==> config.mk <==
export PLATFORM = sky130hd
export DESIGN_NAME = i2c_tgt
export DESIGN_NICKNAME = d
export VERILOG_FILES = /design/src/rtl/i2c_tgt_pkg.sv /design/src/rtl/i2c_tgt_sync.sv /design/src/rtl/i2c_tgt_bcnt.sv /design/src/rtl/i2c_tgt.sv
export SDC_FILE = /design/constraint.sdc
export NUM_CORES = 1
export LEC_CHECK = 0
export CAP_MARGIN = 20
export CORE_UTILIZATION = 25
export CTS_CLUSTER_SIZE = 24
export DETAILED_ROUTE_END_ITERATION = 8
export DONT_BUFFER_PORTS = 1
export SLEW_MARGIN = 10
export SYNTH_ARGS = -nofsm -noshare
export SYNTH_HDL_FRONTEND = slang
export SYNTH_SLANG_ARGS = --single-unit
==> constraint.sdc <==
create_clock -name clk -period 3.1 [get_ports clk]
set_input_delay 0.62 -clock clk [delete_from_list [all_inputs] [get_ports clk]]
set_output_delay 0.62 -clock clk [all_outputs]
set_load 0.05 [all_outputs]
==> src/rtl/i2c_tgt_pkg.sv <==
package i2c_tgt_pkg;

  typedef enum logic [2:0] {
    ST_IDLE,
    ST_ADDR,
    ST_AACK,
    ST_RX,
    ST_RACK,
    ST_TX,
    ST_TACK,
    ST_TNEXT
  } tgt_st_e;

  localparam int unsigned RA_W = 3;

  localparam logic [RA_W-1:0] OFS_OWN  = 3'd0;
  localparam logic [RA_W-1:0] OFS_THR  = 3'd1;
  localparam logic [RA_W-1:0] OFS_RHR  = 3'd2;
  localparam logic [RA_W-1:0] OFS_STAT = 3'd3;
  localparam logic [RA_W-1:0] OFS_CLR  = 3'd4;
  localparam logic [RA_W-1:0] OFS_IEN  = 3'd5;
  localparam logic [RA_W-1:0] OFS_CNT  = 3'd6;

  localparam int unsigned NSTAT    = 6;
  localparam int unsigned SB_TXRDY = 0;
  localparam int unsigned SB_BTF   = 1;
  localparam int unsigned SB_NAK   = 2;
  localparam int unsigned SB_DIR   = 3;
  localparam int unsigned SB_DONE  = 4;
  localparam int unsigned SB_LAST  = 5;

endpackage

==> src/rtl/i2c_tgt_sync.sv <==
module i2c_tgt_sync #(
  parameter int unsigned STAGES = 2
) (
  input  logic clk,
  input  logic rst_an,
  output logic rst_sn,
  input  logic scl_i,
  input  logic sda_i,
  output logic scl_s,
  output logic sda_s,
  output logic scl_rise,
  output logic scl_fall,
  output logic start_det,
  output logic stop_det
);

  logic [1:0]        rst_pipe;
  logic [STAGES-1:0] scl_pipe;
  logic [STAGES-1:0] sda_pipe;
  logic              scl_d;
  logic              sda_d;

  // reset asserts at once, releases after two clocks
  always_ff @(posedge clk or negedge rst_an) begin
    if (!rst_an) rst_pipe <= '0;
    else         rst_pipe <= {rst_pipe[0], 1'b1};
  end
  assign rst_sn = rst_pipe[1];

  always_ff @(posedge clk or negedge rst_sn) begin
    if (!rst_sn) begin
      scl_pipe <= '1;
      sda_pipe <= '1;
      scl_d    <= 1'b1;
      sda_d    <= 1'b1;
    end else begin
      scl_pipe <= {scl_pipe[STAGES-2:0], scl_i};
      sda_pipe <= {sda_pipe[STAGES-2:0], sda_i};
      scl_d    <= scl_s;
      sda_d    <= sda_s;
    end
  end

  assign scl_s     = scl_pipe[STAGES-1];
  assign sda_s     = sda_pipe[STAGES-1];
  assign scl_rise  = scl_s & ~scl_d;
  assign scl_fall  = ~scl_s & scl_d;
  assign start_det = scl_s & scl_d & sda_d & ~sda_s;
  assign stop_det  = scl_s & scl_d & ~sda_d & sda_s;

endmodule

==> src/rtl/i2c_tgt_bcnt.sv <==
module i2c_tgt_bcnt #(
  parameter int unsigned W = 8
) (
  input  logic         clk,
  input  logic         rst_n,
  input  logic         load,
  input  logic [W-1:0] load_val,
  input  logic         dec,
  output logic [W-1:0] count,
  output logic         hit
);

  logic [W-1:0] cnt_q;
  logic [W-1:0] cnt_d;

  always_comb begin
    cnt_d = cnt_q;
    if (load)                     cnt_d = load_val;
    else if (dec && cnt_q != '0)  cnt_d = cnt_q - 1'b1;
  end

  always_ff @(posedge clk or negedge rst_n) begin
    if (!rst_n) cnt_q <= '0;
    else        cnt_q <= cnt_d;
  end

  assign count = cnt_q;
  assign hit   = dec && !load && (cnt_q == W'(1));

endmodule

==> src/rtl/i2c_tgt.sv <==
module i2c_tgt
  import i2c_tgt_pkg::*;
#(
  parameter int unsigned DATA_W      = 8,
  parameter int unsigned ADDR_W      = 7,
  parameter int unsigned CNT_W       = 8,
  parameter int unsigned SYNC_STAGES = 2,
  parameter logic [ADDR_W-1:0] RESET_ADDR = '0
) (
  input  logic              clk,
  input  logic              rst_n,
  input  logic              scl_i,
  input  logic              sda_i,
  output logic              sda_oe,
  input  logic              reg_we,
  input  logic [RA_W-1:0]   reg_addr,
  input  logic [DATA_W-1:0] reg_wdata,
  output logic [DATA_W-1:0] reg_rdata,
  output logic              irq,
  output logic              dma_tx_req
);

  localparam int unsigned BC_W = $clog2(DATA_W);
  localparam logic [BC_W-1:0] LAST_BIT = BC_W'(DATA_W - 1);
  localparam logic [NSTAT-1:0] CLR_MASK =
    NSTAT'((1 << SB_BTF) | (1 << SB_NAK) | (1 << SB_DONE) | (1 << SB_LAST));
  localparam logic [NSTAT-1:0] STAT_RST = NSTAT'(1 << SB_TXRDY);

  logic rst_s_n, scl_s, sda_s, scl_rise, scl_fall, start_det, stop_det;

  i2c_tgt_sync #(.STAGES(SYNC_STAGES)) u_sync (
    .clk(clk), .rst_an(rst_n), .rst_sn(rst_s_n),
    .scl_i(scl_i), .sda_i(sda_i), .scl_s(scl_s), .sda_s(sda_s),
    .scl_rise(scl_rise), .scl_fall(scl_fall),
    .start_det(start_det), .stop_det(stop_det)
  );

  tgt_st_e           st_q, st_d;
  logic [BC_W-1:0]   bit_q, bit_d;
  logic [DATA_W-2:0] sh_q, sh_d;
  logic [DATA_W-1:0] tx_q, tx_d, rhr_q, rhr_d, thr_q;
  logic              oe_q, oe_d, ack_q, ack_d, act_q, act_d;
  logic [ADDR_W-1:0] own_q;
  logic [NSTAT-1:0]  ien_q, sts_q, sts_d;
  logic ev_btf, ev_nak, ev_done, ev_load, ev_byte, dir_set, dir_clr;
  logic wr_own, wr_thr, wr_clr, wr_ien, wr_cnt;
  logic [CNT_W-1:0]  cnt_val;
  logic              cnt_hit;

  assign wr_own = reg_we && reg_addr == OFS_OWN;
  assign wr_thr = reg_we && reg_addr == OFS_THR;
  assign wr_clr = reg_we && reg_addr == OFS_CLR;
  assign wr_ien = reg_we && reg_addr == OFS_IEN;
  assign wr_cnt = reg_we && reg_addr == OFS_CNT;

  i2c_tgt_bcnt #(.W(CNT_W)) u_bcnt (
    .clk(clk), .rst_n(rst_s_n), .load(wr_cnt),
    .load_val(reg_wdata[CNT_W-1:0]), .dec(ev_byte),
    .count(cnt_val), .hit(cnt_hit)
  );

  // byte engine: sample on SCL rise, drive on SCL fall
  always_comb begin
    st_d = st_q;  bit_d = bit_q; sh_d = sh_q;  tx_d = tx_q;
    oe_d = oe_q;  ack_d = ack_q; act_d = act_q; rhr_d = rhr_q;
    ev_btf = 1'b0; ev_nak = 1'b0; ev_done = 1'b0; ev_load = 1'b0;
    ev_byte = 1'b0; dir_set = 1'b0; dir_clr = 1'b0;
    if (start_det) begin
      st_d = ST_ADDR; bit_d = '0; oe_d = 1'b0; ack_d = 1'b0;
    end else if (stop_det) begin
      st_d = ST_IDLE; oe_d = 1'b0; ack_d = 1'b0; act_d = 1'b0; ev_done = act_q;
    end else begin
      case (st_q)
        ST_ADDR: if (scl_rise) begin
          sh_d  = {sh_q[DATA_W-3:0], sda_s};
          bit_d = bit_q + 1'b1;
          if (bit_q == LAST_BIT) begin
            bit_d = '0;
            if (sh_q[ADDR_W-1:0] == own_q) begin
              st_d = ST_AACK; act_d = 1'b1; dir_set = sda_s; dir_clr = !sda_s;
            end else begin
              st_d = ST_IDLE; act_d = 1'b0;
            end
          end
        end
        ST_AACK: if (scl_fall) begin
          if (!ack_q) begin
            oe_d = 1'b1; ack_d = 1'b1;
          end else begin
            ack_d = 1'b0;
            if (sts_q[SB_DIR]) begin
              st_d = ST_TX; tx_d = thr_q; oe_d = !thr_q[DATA_W-1]; ev_load = 1'b1;
            end else begin
              st_d = ST_RX; oe_d = 1'b0;
            end
          end
        end
        ST_RX: if (scl_rise) begin
          sh_d  = {sh_q[DATA_W-3:0], sda_s};
          bit_d = bit_q + 1'b1;
          if (bit_q == LAST_BIT) begin
            bit_d = '0; rhr_d = {sh_q, sda_s}; ev_btf = 1'b1; ev_byte = 1'b1;
            st_d = ST_RACK; ack_d = 1'b0;
          end
        end
        ST_RACK: if (scl_fall) begin
          if (!ack_q) begin
            oe_d = 1'b1; ack_d = 1'b1;
          end else begin
            oe_d = 1'b0; ack_d = 1'b0; st_d = ST_RX;
          end
        end
        ST_TX: begin
          if (scl_rise) begin
            bit_d = bit_q + 1'b1;
            if (bit_q == LAST_BIT) begin
              bit_d = '0; st_d = ST_TACK; ack_d = 1'b0;
            end
          end else if (scl_fall) begin
            tx_d = {tx_q[DATA_W-2:0], tx_q[DATA_W-1]};
            oe_d = !tx_q[DATA_W-2];
          end
        end
        ST_TACK: begin
          if (scl_fall && !ack_q) begin
            oe_d = 1'b0; ack_d = 1'b1;
          end else if (scl_rise && ack_q) begin
            ack_d = 1'b0; ev_byte = 1'b1;
            if (sda_s) begin
              ev_nak = 1'b1; st_d = ST_IDLE;
            end else begin
              st_d = ST_TNEXT;
            end
          end
        end
        ST_TNEXT: if (scl_fall) begin
          st_d = ST_TX; bit_d = '0; tx_d = thr_q; oe_d = !thr_q[DATA_W-1]; ev_load = 1'b1;
        end
        default: st_d = ST_IDLE;
      endcase
    end
  end

  // status word: events set, write-one clears, holding-register write wins
  always_comb begin
    sts_d = sts_q;
    if (wr_clr)  sts_d = sts_q & ~(reg_wdata[NSTAT-1:0] & CLR_MASK);
    if (ev_btf)  sts_d[SB_BTF]  = 1'b1;
    if (ev_nak)  sts_d[SB_NAK]  = 1'b1;
    if (ev_done) sts_d[SB_DONE] = 1'b1;
    if (cnt_hit) sts_d[SB_LAST] = 1'b1;
    if (dir_set)      sts_d[SB_DIR] = 1'b1;
    else if (dir_clr) sts_d[SB_DIR] = 1'b0;
    if (wr_thr)       sts_d[SB_TXRDY] = 1'b0;
    else if (ev_load) sts_d[SB_TXRDY] = 1'b1;
  end

  always_ff @(posedge clk or negedge rst_s_n) begin
    if (!rst_s_n) begin
      st_q  <= ST_IDLE;
      bit_q <= '0;
      sh_q  <= '0;
      tx_q  <= '0;
      oe_q  <= 1'b0;
      ack_q <= 1'b0;
      act_q <= 1'b0;
      rhr_q <= '0;
      sts_q <= STAT_RST;
      own_q <= RESET_ADDR;
      thr_q <= '0;
      ien_q <= '0;
    end else begin
      st_q  <= st_d;
      bit_q <= bit_d;
      sh_q  <= sh_d;
      tx_q  <= tx_d;
      oe_q  <= oe_d;
      ack_q <= ack_d;
      act_q <= act_d;
      rhr_q <= rhr_d;
      sts_q <= sts_d;
      if (wr_own) own_q <= reg_wdata[ADDR_W-1:0];
      if (wr_thr) thr_q <= reg_wdata;
      if (wr_ien) ien_q <= reg_wdata[NSTAT-1:0];
    end
  end

  always_comb begin
    case (reg_addr)
      OFS_OWN:  reg_rdata = DATA_W'(own_q);
      OFS_THR:  reg_rdata = thr_q;
      OFS_RHR:  reg_rdata = rhr_q;
      OFS_STAT: reg_rdata = DATA_W'(sts_q);
      OFS_IEN:  reg_rdata = DATA_W'(ien_q);
      OFS_CNT:  reg_rdata = DATA_W'(cnt_val);
      default:  reg_rdata = '0;
    endcase
  end

  assign sda_oe     = oe_q;
  assign irq        = |(sts_q & ien_q);
  assign dma_tx_req = sts_q[SB_TXRDY];

endmodule

* Yosys cells after proc, flatten, opt, wreduce, memory -nomap -nowiden
Cells that the tools add are included.
** Storage, ports and cells
- Bits in registers :: 75
- Input bits :: 16
- Output and inout port bits :: 11
- Logic and storage cells :: 235
** Operators by class
- Add/sub/neg operators :: 2
- Equality and inequality tests :: 45
- Mux-type cells :: 105
- Bitwise logic cells :: 16
- Reduce and logical (&&, ||, !) cells :: 44
** Operator list (number)
- 3-bit two-way mux :: 22
- 1-bit two-way mux :: 65
- 8-bit two-way mux :: 8
- 4-bit != test (second input constant) :: 16
- 8-bit case mux with 6 select lines :: 1
- 3-bit equality test (second input constant) :: 8
- 8-bit case mux with 3 select lines :: 1
- 3-bit case mux with 7 select lines :: 1
- 2-bit nonzero test :: 8
- 2-bit != test (second input constant) :: 7
- 13-bit AND reduction :: 1
- 6-bit bitwise AND :: 2
- 3-bit by 2-bit equality test with 1-bit output (second input constant) :: 4
- 4-bit by 1-bit != test with 1-bit output (second input constant) :: 3
- 4-bit AND reduction :: 3
- 3-bit nonzero test :: 4
- 1-bit logical AND :: 10
- 5-bit AND reduction :: 2
- 9-bit AND reduction :: 1
- 8-bit by 1-bit equality test with 1-bit output (second input constant) :: 1
- 8-bit nonzero test :: 1
- 8-bit by 1-bit subtractor with 8-bit output (second input constant) :: 1
- 1-bit bitwise AND :: 7
- 7-bit equality test :: 1
- other kinds (21) :: 34

* Longest topological paths before layout
- Word-level depth :: 11
- Mapped depth :: 7
- Mapped depth without buffers :: 7

* Modules after synthesis
Synthesis repeated with hierarchy kept, for this count alone.
** Unflattened totals
- Cells, all modules :: 381
- Area, all modules :: 4068.9 um2
** By module, submodules not included
- i2c_tgt :: instances 1, cells each 300, area an instance 3239.4 um2, seq. area each 1477.7 um2
- i2c_tgt_bcnt :: instances 1, cells each 68, area an instance 585.6 um2, seq. area each 200.2 um2
- i2c_tgt_sync :: instances 1, cells each 13, area an instance 244.0 um2, seq. area each 207.7 um2

* Least setup slack after synthesis
No wires, ideal clock.
- Kind :: in2out
- From :: input reg_addr[0]
- To :: output reg_rdata[7]
- Arrival time :: 2.562 ns
- Data required time :: 2.480 ns
- Setup slack :: -0.082 ns
- Stages on the path :: 5
- Path buffers :: 2
- Path through :: buf_1 > nor2b_1 > clkbuf_1 > a22oi_1 > o21ai_0
** Between the ends
- Longest elaborated chain between the ends :: 2
- Elaborated cells on any way between the ends :: 7
- Those cells by class :: 5 x eq/ne; 1 x mux; 1 x reduce/logical
** Ends and longest elaborated chain
- from (decl) :: line i2c_tgt.sv:16 : input logic [RA_W-1:0] reg_addr,
- 3-bit equality test, or another cell as far along :: line i2c_tgt.sv:189 : case (reg_addr)
- 8-bit case mux with 6 select lines (*) :: line i2c_tgt.sv:189
- to (decl) :: line i2c_tgt.sv:18 : output logic [DATA_W-1:0] reg_rdata,
Mark *: on every way between the ends. The rest lies on a longest branch, timed or not.

* Final worst setup path
- From :: register sts_q[0]
- To :: output reg_rdata[0]
** Between the ends
- Longest elaborated chain between the ends :: 1
** Ends and longest elaborated chain
- from (decl) :: line i2c_tgt.sv:44 : logic [NSTAT-1:0] ien_q, sts_q, sts_d;
- from (signal assigned) :: line i2c_tgt.sv:181 : sts_q <= sts_d;
- 8-bit case mux with 6 select lines :: line i2c_tgt.sv:189
Every way passes these cells.

==> reports/metrics.yaml <==
floorplanning:
  core.rowCount: 45
  dieHeight_um: 128
  floorplan.initialDensity_pct: 25.9
  num_io_pins: 27
  core_area_sq_um: 15300
  die_width_um: 128
  fp.dieArea_sq_um: 16400
sta:
  setup_ws_ns: 0.718
  setup_total_negative_slack_ns: 0
  fmax_mhz: 420
  hold_viol_final: 0
  timing.slew.headroom_pct: 38.8
  final-setup-viol-count: 0
  period_minus_slack_ns: 2.38
  finalCritPeriodShare_pct: 76.8
  fin_worst_skew_ns: 0.0108
  finalMaxSlewViolations: 0
  max_slew.worst_pin.slew_ns: 0.919
  grt_setup_unrepaired: "false"
synthesis:
  synth_edf_count: 0
  synthesis.area_per_instance_sq_um: 10.7
  synth_nets: 389
  yosys-top-cells-area: "sky130_fd_sc_hd__dfrtp_1 43%, sky130_fd_sc_hd__mux2_2 11%, sky130_fd_sc_hd__dfstp_2 4.6%"
  synthesized_instance_count: 369
  netlist.top_cell.by_area: "sky130_fd_sc_hd__dfrtp_1"
  yosys_warnings: 0
  asyncSetResetFlopFracSynth_pct: 100
  post_synth_num_cell_types: 64
  synth_top_area_share_pct: 42.9
  synth-main-ff-cell: "sky130_fd_sc_hd__dfrtp_1"
  post_synth_instance_area_sq_um: 3970
  postSynthRegisterBits: 75
  synth_seq_area_share_pct: 47.6
clock_tree:
  clkSinkCount: 75
  cts_tree: "done"
  tritoncts.num_buffers: 9
  post-cts-setup-buffer-count: 0
  clk-insertion-delay-late_ns: 0.34
  clock-root-buffer: "sky130_fd_sc_hd__clkbuf_16"
  cts_htree_levels: 3
  post_cts_hold_buffer_count: 1
  path_clk_slew_ns: 0.06
  post_cts.resized_instances: 0
  maximum_root_to_sink_buffer_count: 2
setup_path:
  end_kind: "output port"
  setup.worst_path.class: "register to output port"
  timing.critical_path.slowest_cell_delay_ns: 0.74
  critical_path_peak_fanout: 4
  cp-start-kind: "register"
  ff2ff_setup_slack_ns: 0.78
  worstReg2RegEnd: "st_q[1]"
  slowest_stage: "sky130_fd_sc_hd__dfstp_2"
  timing.rr.start: "st_q[2]"
  timing.critical_path.max_delay_family: "flip-flops"
  worst_r2r_path_depth: 5
  worst-endpoint-arrival_ns: 1.76
  critPathRequiredTime_ns: 2.48
  timing.critical_path.cells: "mux4_2, nor2_1, a21oi_1, buf_4"
  critPathBufInv: 1
routing:
  number_of_nets_with_antenna_violations_after_detailed_routing: 0
  via_per_inst: 4.98
  via_total_after_detailed_routing: 2926
  routed_wire_length_per_instance_um: 15.7
  drt_first_iter_violations: 217
  drc: 0
  drt_wl_total_um: 9230
  drt_pass1_iterations: 6
min_path:
  hold-path-endpoint: "u_sync.sda_pipe[0]"
  min_delay_path_depth: 0
  timing.hold.worst.start: "sda_i"
  worst_hold_path_type: "input port to register"
placed_design:
  dp_hpwl_um: 6790
  global_placer_s_final_weighted_congestion: 0.885
  dpl.cell_count: 570
  preCtsSetupSlack_ns: 0.854
  placement.io_buffers: 0
outcome:
  outcome: "finished clean"
finish:
  area_delta_synth_final_pct: 13.3
  most_common_cell_after_layout_fill_and_taps_aside: "sky130_fd_sc_hd__dfrtp_1"
  final-instance-count-excl-fill: 587
  finalNetCount: 391
  final_cell_mix: "67 x sky130_fd_sc_hd__dfrtp_1, 37 x sky130_fd_sc_hd__mux2_2, 35 x sky130_fd_sc_hd__nor2_1"
  drive_gt1_share_pct: 22.6
  antenna-diode-count: 0
  post-route-util_pct: 29.3
pwr:
  power.ir.vdd_worst_v: 0.000338
  power_density_relative_to_cell_area_nw_per_um2: 775
  p_leak_nw: 1.84
flow_run:
  max-cap-violations: 0
global_route:
  grt_antenna_before_repair: 0
  grt_ovf: 0
  vias_in_the_first_global_route: 2829
  groute.usage.overall_pct: 12.1
  grt_pass1_wl_um: 15300
  grt_max_degree: 74
[registers in the layout, indices dropped and copies added (netlist names), 2 cells and up]
signal           flops
rhr_q                8
thr_q                8
own_q                7
u_sync.sda_pipe      2
sh_q                 7
st_q                 3
ien_q                6
sts_q                6
bit_q                3
u_sync.scl_pipe      2
u_bcnt.count         8
tx_q                 8
u_sync.rst_pipe      2
[through the flow]
step | hold slack [ns] | total power [mW] | instance area (sq um)
2_1_floorplan | 0.324 | 2.31 | 3970
3_3_place_gp | 0.325 | 2.49 | 4200
3_5_place_dp | 0.325 | 2.53 | 4200
4_1_cts | 0.276 | 3.50 | 4490
5_1_grt | 0.272 | 3.70 | 4490
6_report | 0.280 | 3.48 | 4490
[worst register-to-register path, stage by stage, from the launching register on]
cell and delay [ns]:
sky130_fd_sc_hd__dfrtp_1 0.78, sky130_fd_sc_hd__xor2_1 0.20, sky130_fd_sc_hd__mux2i_1 0.13, sky130_fd_sc_hd__a222oi_1 0.71, sky130_fd_sc_hd__a21oi_1 0.14, sky130_fd_sc_hd__a311oi_1 0.26
[Yosys cell counts (all sizes together) (3+ instances only)]
master and number:
mux2 37, a32o 3, a21oi 31, nand2b 5, buf 10, nor2 35, dfstp 7, nand4 5
mux4 6, o21ai 15, nand3b 3, nand2 19, nor3 4, clkbuf 10, xor2 13, mux2i 13
inv 9, nand3 13, dfrtp 68, nor2b 6, a22oi 10, ha 4, nor4 3
[cell type report]
| type | instances | area, sq um |
|---|---|---|
| fillers | 1596 | 10800 |
| multi-input cells | 264 | 1940 |
| flip-flops and latches | 75 | 1890 |
| well taps | 211 | 264 |
| clock buffers | 9 | 225 |
| repair buffers | 11 | 85.1 |
| clock inverters | 7 | 52.6 |
| inverters | 10 | 38.8 |
[metal layers]
metal / vias up / part of all wire, % / GRT usage (%)
met2: 96 / 47 / 19.0
met1: 1466 / 45 / 16.4
met3: 13 / 5.8 / 2.05
met5: - / 0 / 0
met4: 0 / 1.6 / 5.33
li1: 1351 / - / -
[how the worst max path moves through the flow]
stage,depth (start not counted),endpoint,start
floorplan,5,reg_rdata[0],reg_addr[0]
global placement,5,st_q[1],st_q[2]
detailed placement,5,st_q[1],st_q[2]
CTS,4,reg_rdata[0],sts_q[0]
global route,5,st_q[1],st_q[2]
finish,4,reg_rdata[0],sts_q[0]
[power breakdown]
part           switching, mW  internal [mW]
Combinational          0.473          0.445
Sequential             0.373           1.23
Clock                  0.419          0.544
Total                   1.27           2.22
[cell families (layout without fill, tap and decap cells)]
group / count (synthesis) / in the layout / share of synthesized area, %
and+or+nand+nor: 106 / 106 / 13.8
xor gates and xnor gates: 15 / 15 / 3.31
AOI/OAI and AO/OA: 82 / 82 / 13.2
DFF: 75 / 75 / 47.6
buffers and inverters: 30 / 37 / 3.60
adders and majority gates: 4 / 4 / 1.26
other: 1 / 1 / 0.0946
muxes: 56 / 56 / 17.2
No activity file was read; power rests on OpenSTA's default activity.
